<file path="src/rtl/spi_reg_port.sv">
module spi_reg_port #(
  parameter int ADDR_W    = 15,
  parameter int ADDR_USED = 11,
  parameter int DATA_W    = 8
) (
  input  logic                 clk,
  input  logic                 rst_n,
  input  logic                 spi_cs_n,
  input  logic                 spi_sclk,
  input  logic                 spi_sdi,
  output logic                 spi_sdo,
  output logic                 spi_sdo_oe,
  output logic [ADDR_USED-1:0] reg_addr,
  output logic                 reg_wr,
  output logic [DATA_W-1:0]    reg_wdata,
  output logic                 reg_rd,
  input  logic [DATA_W-1:0]    reg_rdata
);

  localparam int HDR   = 1 + ADDR_W;
  localparam int FRAME = HDR + DATA_W;
  localparam int CNT_W = $clog2(FRAME + 1);
  localparam int SH_W  = (ADDR_USED > DATA_W) ? ADDR_USED : DATA_W;

  logic cs_m, cs_s;
  logic sclk_m, sclk_s, sclk_q;
  logic sdi_m, sdi_s;

  always_ff @(posedge clk or negedge rst_n) begin
    if (!rst_n) begin
      cs_m   <= 1'b1;
      cs_s   <= 1'b1;
      sclk_m <= 1'b0;
      sclk_s <= 1'b0;
      sclk_q <= 1'b0;
      sdi_m  <= 1'b0;
      sdi_s  <= 1'b0;
    end else begin
      cs_m   <= spi_cs_n;
      cs_s   <= cs_m;
      sclk_m <= spi_sclk;
      sclk_s <= sclk_m;
      sclk_q <= sclk_s;
      sdi_m  <= spi_sdi;
      sdi_s  <= sdi_m;
    end
  end

  wire rise = sclk_s & ~sclk_q & ~cs_s;
  wire fall = ~sclk_s & sclk_q & ~cs_s;

  logic [CNT_W-1:0]  bitcnt;
  logic [SH_W-2:0]   sreg;
  logic [DATA_W-1:0] tx;
  logic              is_rd, rd_d, sdo_q, oe_q;

  wire in_frame  = bitcnt < CNT_W'(FRAME);
  wire last_addr = bitcnt == CNT_W'(HDR - 1);
  wire last_data = bitcnt == CNT_W'(FRAME - 1);
  wire rd_phase  = is_rd && (bitcnt >= CNT_W'(HDR)) && in_frame;

  always_ff @(posedge clk or negedge rst_n) begin
    if (!rst_n) begin
      bitcnt    <= '0;
      sreg      <= '0;
      tx        <= '0;
      is_rd     <= 1'b0;
      rd_d      <= 1'b0;
      sdo_q     <= 1'b0;
      oe_q      <= 1'b0;
      reg_addr  <= '0;
      reg_wr    <= 1'b0;
      reg_wdata <= '0;
      reg_rd    <= 1'b0;
    end else if (cs_s) begin
      bitcnt <= '0;
      is_rd  <= 1'b0;
      rd_d   <= 1'b0;
      oe_q   <= 1'b0;
      reg_wr <= 1'b0;
      reg_rd <= 1'b0;
    end else begin
      reg_wr <= 1'b0;
      reg_rd <= 1'b0;
      rd_d   <= reg_rd;
      if (rise && in_frame) begin
        bitcnt <= bitcnt + 1'b1;
        sreg   <= {sreg[SH_W-3:0], sdi_s};
        if (bitcnt == '0) is_rd <= sdi_s;
        if (last_addr) begin
          reg_addr <= {sreg[ADDR_USED-2:0], sdi_s};
          reg_rd   <= is_rd;
        end
        if (last_data && !is_rd) begin
          reg_wr    <= 1'b1;
          reg_wdata <= {sreg[DATA_W-2:0], sdi_s};
        end
      end
      if (rd_d) tx <= reg_rdata;
      if (fall && rd_phase) begin
        sdo_q <= tx[DATA_W-1];
        tx    <= {tx[DATA_W-2:0], 1'b0};
        oe_q  <= 1'b1;
      end
    end
  end

  assign spi_sdo    = sdo_q;
  assign spi_sdo_oe = oe_q;

endmodule

</file>
<file path="config.mk">
export PLATFORM = sky130hd
export DESIGN_NAME = spi_reg_port
export DESIGN_NICKNAME = d
export VERILOG_FILES = /design/src/rtl/spi_reg_port.sv
export SDC_FILE = /design/constraint.sdc
export NUM_CORES = 1
export LEC_CHECK = 0
export ABC_CLOCK_PERIOD_IN_PS = 3980
export BUFFER_PORTS_ARGS = -buffer_cell sky130_fd_sc_hd__buf_2
export CORE_ASPECT_RATIO = 1.25
export CORE_MARGIN = 2
export CORE_UTILIZATION = 45
export CTS_CLUSTER_SIZE = 24
export DETAILED_ROUTE_END_ITERATION = 12
export GPL_ROUTABILITY_DRIVEN = 0
export GPL_TIMING_DRIVEN = 0
export PLACE_DENSITY = 0.66
export RECOVER_POWER = 50
export SKIP_LAST_GASP = 1
export SYNTH_ARGS = -nofsm -noshare
export SYNTH_HDL_FRONTEND = slang
export SYNTH_SLANG_ARGS = --single-unit
</file>
<file path="constraint.sdc">
create_clock -name clk -period 3.98 [get_ports clk]
set_clock_uncertainty 0.2 [all_clocks]
set_input_delay 0.398 -clock clk [delete_from_list [all_inputs] [get_ports clk]]
set_output_delay 0.398 -clock clk [all_outputs]
set_load 0.03 [all_outputs]
</file>
* Word level (Yosys, flattened, before mapping)
Index checks and enable logic that the tools add are counted.
** Word-level totals
- Logic and storage cells :: 63
- Output and inout port bits :: 23
- Bits in registers :: 55
- Bits of input ports :: 13
** Cells by class
- Order comparisons :: 2
- Eq/ne operators :: 2
- $add $sub $neg :: 1
- Bitwise gates (word level) :: 7
- Multiplexer cells :: 16
- Reductions and logical operators :: 17
** Operator list (number)
- 8-bit 2-to-1 mux :: 2
- 1-bit 2-to-1 mux :: 12
- 5-bit 2-to-1 mux :: 2
- 2-bit AND reduction :: 4
- 2-bit nonzero test :: 4
- 3-bit AND reduction :: 2
- 5-bit by 1-bit adder with 5-bit output, second input constant :: 1
- 5-bit by 4-bit equality test with 1-bit output, second input constant :: 1
- 5-bit equality test, second input constant :: 1
- 5-bit >= comparator, second input constant :: 1
- 1-bit logical AND :: 5
- 5-bit zero test :: 1
- 5-bit less-than comparator, second input constant :: 1
- 1-bit bitwise AND :: 4
- 1-bit NOT :: 3
- 1-bit zero test :: 1

* Depth between registers and ports, before layout
Gate-level depths: netlist (run 1).
- Depth after elaboration :: 6
- Gate-level depth with buffers :: 6
- Mapped depth without buffers :: 5

* Worst setup path before layout (run 1)
OpenSTA, ideal clock, no wires.
- Kind :: register to register
- From :: register sclk_q
- To :: register reg_wdata[0]
- Path buffers :: 1
- Stages on the path, launching flop included :: 5
- Path slack :: 1.989 ns
- Arrival :: 1.666 ns
- Required time :: 3.655 ns
- Cell sequence :: dfrtp_1 or3b_1 or4_1 buf_6 mux2_4
** Between the ends
- Longest elaborated chain between the ends :: 5
** RTL lines
- start, declared :: line 26 : logic sclk_m, sclk_s, sclk_q;
- start signal, assigned :: line 43 : sclk_q <= sclk_s;
- 1-bit NOT :: line 49 : wire rise = sclk_s & ~sclk_q & ~cs_s;
- 1-bit bitwise AND (2 in series) :: line 49
- 1-bit logical AND :: line 86 : if (rise && in_frame) begin
- 3-bit AND reduction (no line)
- end signal, assigned :: line 96 : reg_wdata <= {sreg[DATA_W-2:0], sdi_s};
- end, declared :: line 15 : output logic [DATA_W-1:0] reg_wdata,
No other way between the ends.
A chain may end at the register's enable or synchronous reset.

* Worst setup path in the final report (run 1)
- From :: register cs_s
- To :: register reg_addr[6]
** Between the ends
- Longest elaborated chain between the ends :: 4
** RTL lines
- start, declared :: line 25 : logic cs_m, cs_s;
- start signal, assigned :: line 40 : cs_s <= cs_m;
- 1-bit NOT (no line) *
- 1-bit bitwise AND :: line 49
- 1-bit logical AND :: line 86
- 3-bit AND reduction (no line) *
- end signal, assigned :: line 91 : reg_addr <= {sreg[ADDR_USED-2:0], sdi_s};
- end, declared :: line 13 : output logic [ADDR_USED-1:0] reg_addr,
Mark *: on every way between the ends. The rest lies on a longest branch, timed or not.

==> results of run 1 <==
layer usage:
layer | track usage, % | vias to the layer above | share of wire, %
li1 | - | 623 | -
met1 | 16.9 | 660 | 41
met2 | 25.6 | 35 | 51
met3 | 4.34 | 10 | 5.2
met4 | 5.57 | 0 | 2.2
met5 | 0 | - | 0
metrics by stage:
stage	hold WS (ps)	setup slack (ps)	cell area, sq um	std cells
2_1_floorplan	-97.6	1990	2240	153
3_3_place_gp	135	1820	2490	248
3_5_place_dp	136	1780	2490	248
4_1_cts	158	1780	2620	259
5_1_grt	168	1660	2620	259
6_report	121	1810	2620	259
state kept, by name, summed over array words and instances (netlist names), 5 cells and up:
name / count
bitcnt: 5
reg_wdata: 8
reg_addr: 11
tx: 8
sreg: 10
power by group through the flow:
stage	clock, mW	combinational (mW)	sequential (mW)
2_1_floorplan	0	0.0471	0.639
3_3_place_gp	0	0.0667	0.651
3_5_place_dp	0	0.0723	0.655
4_1_cts	0.329	0.0750	0.645
5_1_grt	0.348	0.0819	0.650
6_report	0.317	0.0724	0.643
final cells by class:
cell class / instances / area share [%]
inverters: 6 / 0.860
repair buffers: 38 / 7.79
well taps: 60 / 2.87
clock buffers: 7 / 3.30
flip-flops and latches: 55 / 52.7
plain buffers: 5 / 1.05
multi-input cells: 87 / 31.1
clock inverters: 1 / 0.335
how the worst max path moves through the flow:
stage	end	slack (ps)	from
floorplan	reg_wdata[0]	1990	sclk_q
global placement	reg_addr[1]	1820	cs_s
detailed placement	reg_addr[6]	1780	cs_s
CTS	reg_addr[6]	1780	cs_s
global route	reg_addr[10]	1660	cs_s
finish	reg_addr[6]	1810	cs_s
cell usage after synthesis (all sizes together), types with 2 or more instances:
| cell | number | area, sq um |
|---|---|---|
| nand2b | 2 | 12.5 |
| mux2 | 46 | 548 |
| nor2b | 4 | 25.0 |
| a21oi | 2 | 10.0 |
| dfrtp | 53 | 1330 |
| dfstp | 2 | 52.6 |
| nand2 | 4 | 15.0 |
| ha | 3 | 37.5 |
| o21ai | 3 | 15.0 |
| nand3 | 5 | 25.0 |
| clkbuf | 3 | 11.3 |
| buf | 2 | 16.3 |
| inv | 6 | 22.5 |
| and2 | 2 | 12.5 |
| nor2 | 4 | 15.0 |
repair_timing:
item                                    CTS  global route
hold buffers                              3             0
endpoints found under the setup margin    0             0
hold endpoints to repair                  3             0
cell families after synthesis:
| kind of cell | count (synthesis) | share of synthesized area [%] |
|---|---|---|
| DFF | 55 | 61.5 |
| adders and majority gates | 3 | 1.67 |
| AOI/OAI and AO/OA | 8 | 2.29 |
| and+or+nand+nor | 29 | 7.47 |
| muxes | 47 | 24.9 |
| buffers and inverters | 11 | 2.23 |
==> flow_summary.yaml, run 1 <==
clock_tree:
  cts_setup_buffers: 0
  htree_num_levels: 2
  cts_resized: 0
  cts_made_buffers: 5
  clkTransAtPathRegs_ps: 90
  cts_tree: "done"
  clkSinkCount: 55
  cts-root-buf: "clkbuf_8"
  clkLatencyLatePin_ps: 300
  cts_buffer_depth: 2
yosys:
  syn_area_sq_um: 2240
  synth_edf_count: 0
  ys.flop_type: "dfrtp_1"
  yosysWarningCount: 0
  synth.ff_latch_count: 55
  syn_inst: 153
  syn_area_per_cell_sq_um: 14.7
  seq_area_frac_synth_pct: 61.5
  synth_fp_nets: 169
  synth.distinct_cells: 29
  synth_async_sr_flop_share_pct: 100
power_and_ir_drop:
  power.internal_uw: 786
  p_seq_share_pct: 62.3
  switching_power_uw: 246
  p_leak_nw: 1.36
  ir_worst_vdd_v: 0.000225
  p_comb_share_pct: 7.0
  switching_share_pct: 23.8
  clkPwrFrac_pct: 30.7
  p_total_mw: 1.03
  powerDensity_nw_per_um2: 394
finish:
  n_antenna_cell: 0
  multi_input_area_sq_um: 815
  n_fill_cell: 433
  layout_commonest_cell: "dfrtp_1"
  regArea_sq_um: 1380
  area_growth_pct: 16.7
  nets: 214
  drive_gt1_share_pct: 45.2
  final_cell_mix: "53 x dfrtp_1, 38 x mux2_2, 35 x buf_2"
  fin_util_pct: 54.9
die:
  die_w_um: 67.2
  dieArea_sq_um: 5570
  start_util_pct: 47.1
  pin_count: 36
  die_height_um: 82.9
  row_count: 28
  coreArea_sq_um: 4760
setup_path:
  r2r_cells: 5
  cp_num_buf_inv: 2
  crit_family: "buffers and inverters"
  r2r_setup_slack_ps: 1810
  critPathMaxFanout: 10
  start_kind: "flop"
  worst-path-stages: 5
  cp.required_ps: 3980
  reg2reg_from: "cs_s"
  cpPeakStageDelay_ps: 570
  arrival_ps: 2170
  cp_slowest_cell: "dfstp_1"
  crit_chain: "clkbuf_1 > nor3b_1 > nand3_1 > buf_2 > mux2_2"
  crit_type: "flop to flop"
  worstSetupEndpointType: "flop"
  timing.rr.end: "reg_addr[6]"
routing:
  via_per_inst: 5.13
  drt_wl_total_mm: 3.79
  wire_per_inst_um: 14.6
  antenna_left: 0
  drt_iter0_markers: 32
  dr.pass1.iters: 3
  vias: 1328
  drc: 0
global_routing:
  antenna_found_initial: 0
  grt-ovfl-total: 0
  grt_pass1_vias: 1424
  grt_pass1_wl_mm: 6.31
  grt_max_degree: 56
  track_usage_pct: 14.8
timing:
  tightest_slew_ps: 1160
  slew_violations: 0
  hold_viol_final: 0
  final-setup-viol-count: 0
  period_share_pct: 54.6
  tns_ps: 0
  slew_headroom_pct: 22.7
  fin_crit_ps: 2170
  rsz0062_at_grt: "no"
  max_freq_mhz: 460
placed_design:
  port_buffers: 35
  dp_hpwl_mm: 2.69
worst_hold_path:
  min_path_type: "input pin to async pin"
job:
  cap_viol_max_count: 0
outcome:
  status: "finished clean"
(Power assumes the default switching activity.)
==> inputs of run 2 (changes only) <==
--- a/config.mk
+++ b/config.mk
@@ -5,7 +5,8 @@
 export SDC_FILE = /design/constraint.sdc
 export NUM_CORES = 1
 export LEC_CHECK = 0
-export ABC_CLOCK_PERIOD_IN_PS = 3980
+export ABC_AREA = 1
+export ABC_CLOCK_PERIOD_IN_PS = 1800
 export BUFFER_PORTS_ARGS = -buffer_cell sky130_fd_sc_hd__buf_2
 export CORE_ASPECT_RATIO = 1.25
 export CORE_MARGIN = 2
@@ -14,7 +15,7 @@
 export DETAILED_ROUTE_END_ITERATION = 12
 export GPL_ROUTABILITY_DRIVEN = 0
 export GPL_TIMING_DRIVEN = 0
-export PLACE_DENSITY = 0.66
+export PLACE_DENSITY = 0.68
 export RECOVER_POWER = 50
 export SKIP_LAST_GASP = 1
 export SYNTH_ARGS = -nofsm -noshare
==> constraint.sdc (replaced) <==
create_clock -name clk -period 1.8 [get_ports clk]
set_clock_uncertainty 0.2 [all_clocks]
set_input_delay 0.18 -clock clk [delete_from_list [all_inputs] [get_ports clk]]
set_output_delay 0.18 -clock clk [all_outputs]
set_load 0.03 [all_outputs]
==> flow_summary.yaml, run 2 <==
outcome:
  status: "finished clean"
clock_tree:
  clkTransAtPathRegs_ps: 90
  cts_setup_buffers: 0
  cts_buffer_depth: 2
  clkLatencyLatePin_ps: 300
  cts_tree: "done"
  clkSinkCount: 55
  htree_num_levels: 2
  cts_made_buffers: 5
  cts-root-buf: "clkbuf_8"
die:
  die_height_um: 85.3
  row_count: 29
  coreArea_sq_um: 5080
  pin_count: 36
  dieArea_sq_um: 5890
  die_w_um: 69.0
  start_util_pct: 46.8
setup_path:
  critPathMaxFanout: 10
  start_kind: "flop"
  cp_slowest_cell: "dfrtp_2"
  cp_num_buf_inv: 1
  arrival_ps: 1650
  cpMostUsedCell: "nand2_1"
  crit_chain: "ha_1 > nand2_1 > nor2_1 > ha_2 > buf_4 > nand3_1 > nand2_1"
  cp.required_ps: 1800
  crit_type: "flop to flop"
  cpPeakStageDelay_ps: 450
  crit_family: "flip-flops"
  worstSetupEndpointType: "flop"
routing:
  drt_iter0_markers: 83
  drc: 0
  vias: 1813
  via_per_inst: 4.81
  wire_per_inst_um: 12.1
  met3WireLength_um: 142
  wl_met2_mm: 2.31
  top_layer: "met4"
  drt_wl_total_mm: 4.58
  antenna_left: 0
  dr.pass1.iters: 6
  wl_met1_mm: 2.09
finish:
  n_fill_cell: 479
  top_register: "reg_addr"
  n_antenna_cell: 0
  nets: 330
  reg_top3: "reg_addr: 11 flops, sreg: 10 flops"
  multi_input_area_sq_um: 873
  final_cell_mix: "113 x nand2_1, 52 x dfrtp_1, 35 x nand3_1"
  regArea_sq_um: 1380
  area_growth_pct: 18.7
  layout_commonest_cell: "nand2_1"
  drive_gt1_share_pct: 14.6
  postLayoutCellArea_sq_um: 2820
  largest_reg_flops: 11
yosys:
  synth.ff_latch_count: 55
  synth_area_leaders: "dfrtp_1 56%, nand2_1 18%, nand3_1 7.4%, buf_6 2.8%, dfstp_2 2.2%"
  syn_area_per_cell_sq_um: 9.15
  synth_largest_area_cell: "dfrtp_1"
  synth.distinct_cells: 23
  yosysWarningCount: 0
  synth_edf_count: 0
  synthMostInstantiatedCell: "nand2_1"
  syn_inst: 260
  synth_fp_nets: 276
  ys.flop_type: "dfrtp_1"
  synth_async_sr_flop_share_pct: 100
  seq_area_frac_synth_pct: 58.0
  yosys-top-cells-count: "113 x nand2_1, 53 x dfrtp_1, 35 x nand3_1"
  netlist.area_leader.share_pct: 55.8
  syn_area_sq_um: 2380
timing:
  hold_viol_final: 0
  rsz0062_at_grt: "no"
  hold_slack_ps: 156
  period_share_pct: 91.8
  final-setup-viol-count: 0
  tightest_slew_ps: 726
  slew_violations: 0
  slew_headroom_pct: 51.6
  fin_crit_ps: 1650
  max_freq_mhz: 605
  tns_ps: 0
global_routing:
  antenna_found_initial: 0
  grt_pass1_vias: 1771
  grt_pass1_wl_mm: 7.98
  track_usage_pct: 16.7
  grt_max_degree: 56
  grt-ovfl-total: 0
placed_design:
  dp_hpwl_mm: 3.08
  port_buffers: 35
  place_area_sq_um: 2630
power_and_ir_drop:
  clkPwrFrac_pct: 30.5
  p_leak_nw: 1.48
  ir_worst_vdd_v: 0.000375
  power.internal_mw: 1.62
  p_seq_share_pct: 62.8
  p_comb_share_pct: 6.7
  switching_share_pct: 24.2
  switching_power_uw: 519
  powerDensity_nw_per_um2: 759
worst_hold_path:
  min_path_type: "flop to flop"
job:
  cap_viol_max_count: 0
==> run 2: changes by cell type after synthesis, sizes merged, moves of 2 or more <==
cell    change
and2        -2
buf         +4
clkbuf      -2
inv        +10
mux2       -46
nand2     +114
nand2b      -2
nand3      +31
nand3b      +7
nor2        +7
nor2b       -4
==> run 2: final cells by class <==
cell class / count / area share (%)
buffer: 7 / 2.66
inverter: 16 / 2.22
clock inverter: 2 / 0.443
clock buffer: 6 / 2.57
multi-input combinational: 182 / 30.9
timing repair buffer: 47 / 9.53
sequential: 55 / 48.9
tap: 62 / 2.75
==> run 2: final timing paths <==
path	startpoint	to	slack [ps]	cells after the start
setup / recovery	bitcnt[0]	reg_addr[9]	150	7
hold / removal	sdi_m	sdi_s	160	0
setup reg to reg	bitcnt[0]	reg_addr[9]	150	7
hold reg to reg	sdi_m	sdi_s	160	0
max in group asynchronous	rst_n	bitcnt[0]	590	2
min in group asynchronous	rst_n	spi_sdo_oe	290	2
==> run 2: routing by layer <==
layer,GRT usage (%),vias to the layer above
li1,-,919
met1,20.4,861
met2,29.1,29
met3,3.09,4
met4,6.60,0
met5,0,-
==> run 2: repair_timing <==
item	4_1_cts	5_1_grt
hold buffers	12	0
setup endpoints to repair	10	71
resized for setup	2	5
endpoints found under the hold margin	64	0
==> run 2: per-stage QoR <==
step                worst slack [ps]  cells  util [%]  total power [mW]
finish                           147    377      55.6              2.14
global route                    19.7    377      55.6              2.25
CTS                             13.6    377      55.9              2.16
detailed placement              -172    357      51.8              1.49
global placement                -130    357      51.8              1.49
floorplan                        132    260         -              1.43
==> run 2: cells by family after synthesis <==
group / count (synthesis) / synth area share (%)
buffers and inverters: 23 / 5.63
AOI/OAI and AO/OA: 5 / 1.37
adders and majority gates: 3 / 1.58
and+or+nand+nor: 174 / 33.5
DFF: 55 / 58.0
==> run 2: power groups by stage <==
stage / sequential, mW / combinational, mW / clock (mW)
final: 1.35 / 0.144 / 0.653
after global placement: 1.37 / 0.122 / 0
after global routing: 1.35 / 0.164 / 0.731
after CTS: 1.34 / 0.145 / 0.671
after floorplan: 1.35 / 0.0744 / 0
after detailed placement: 1.37 / 0.125 / 0
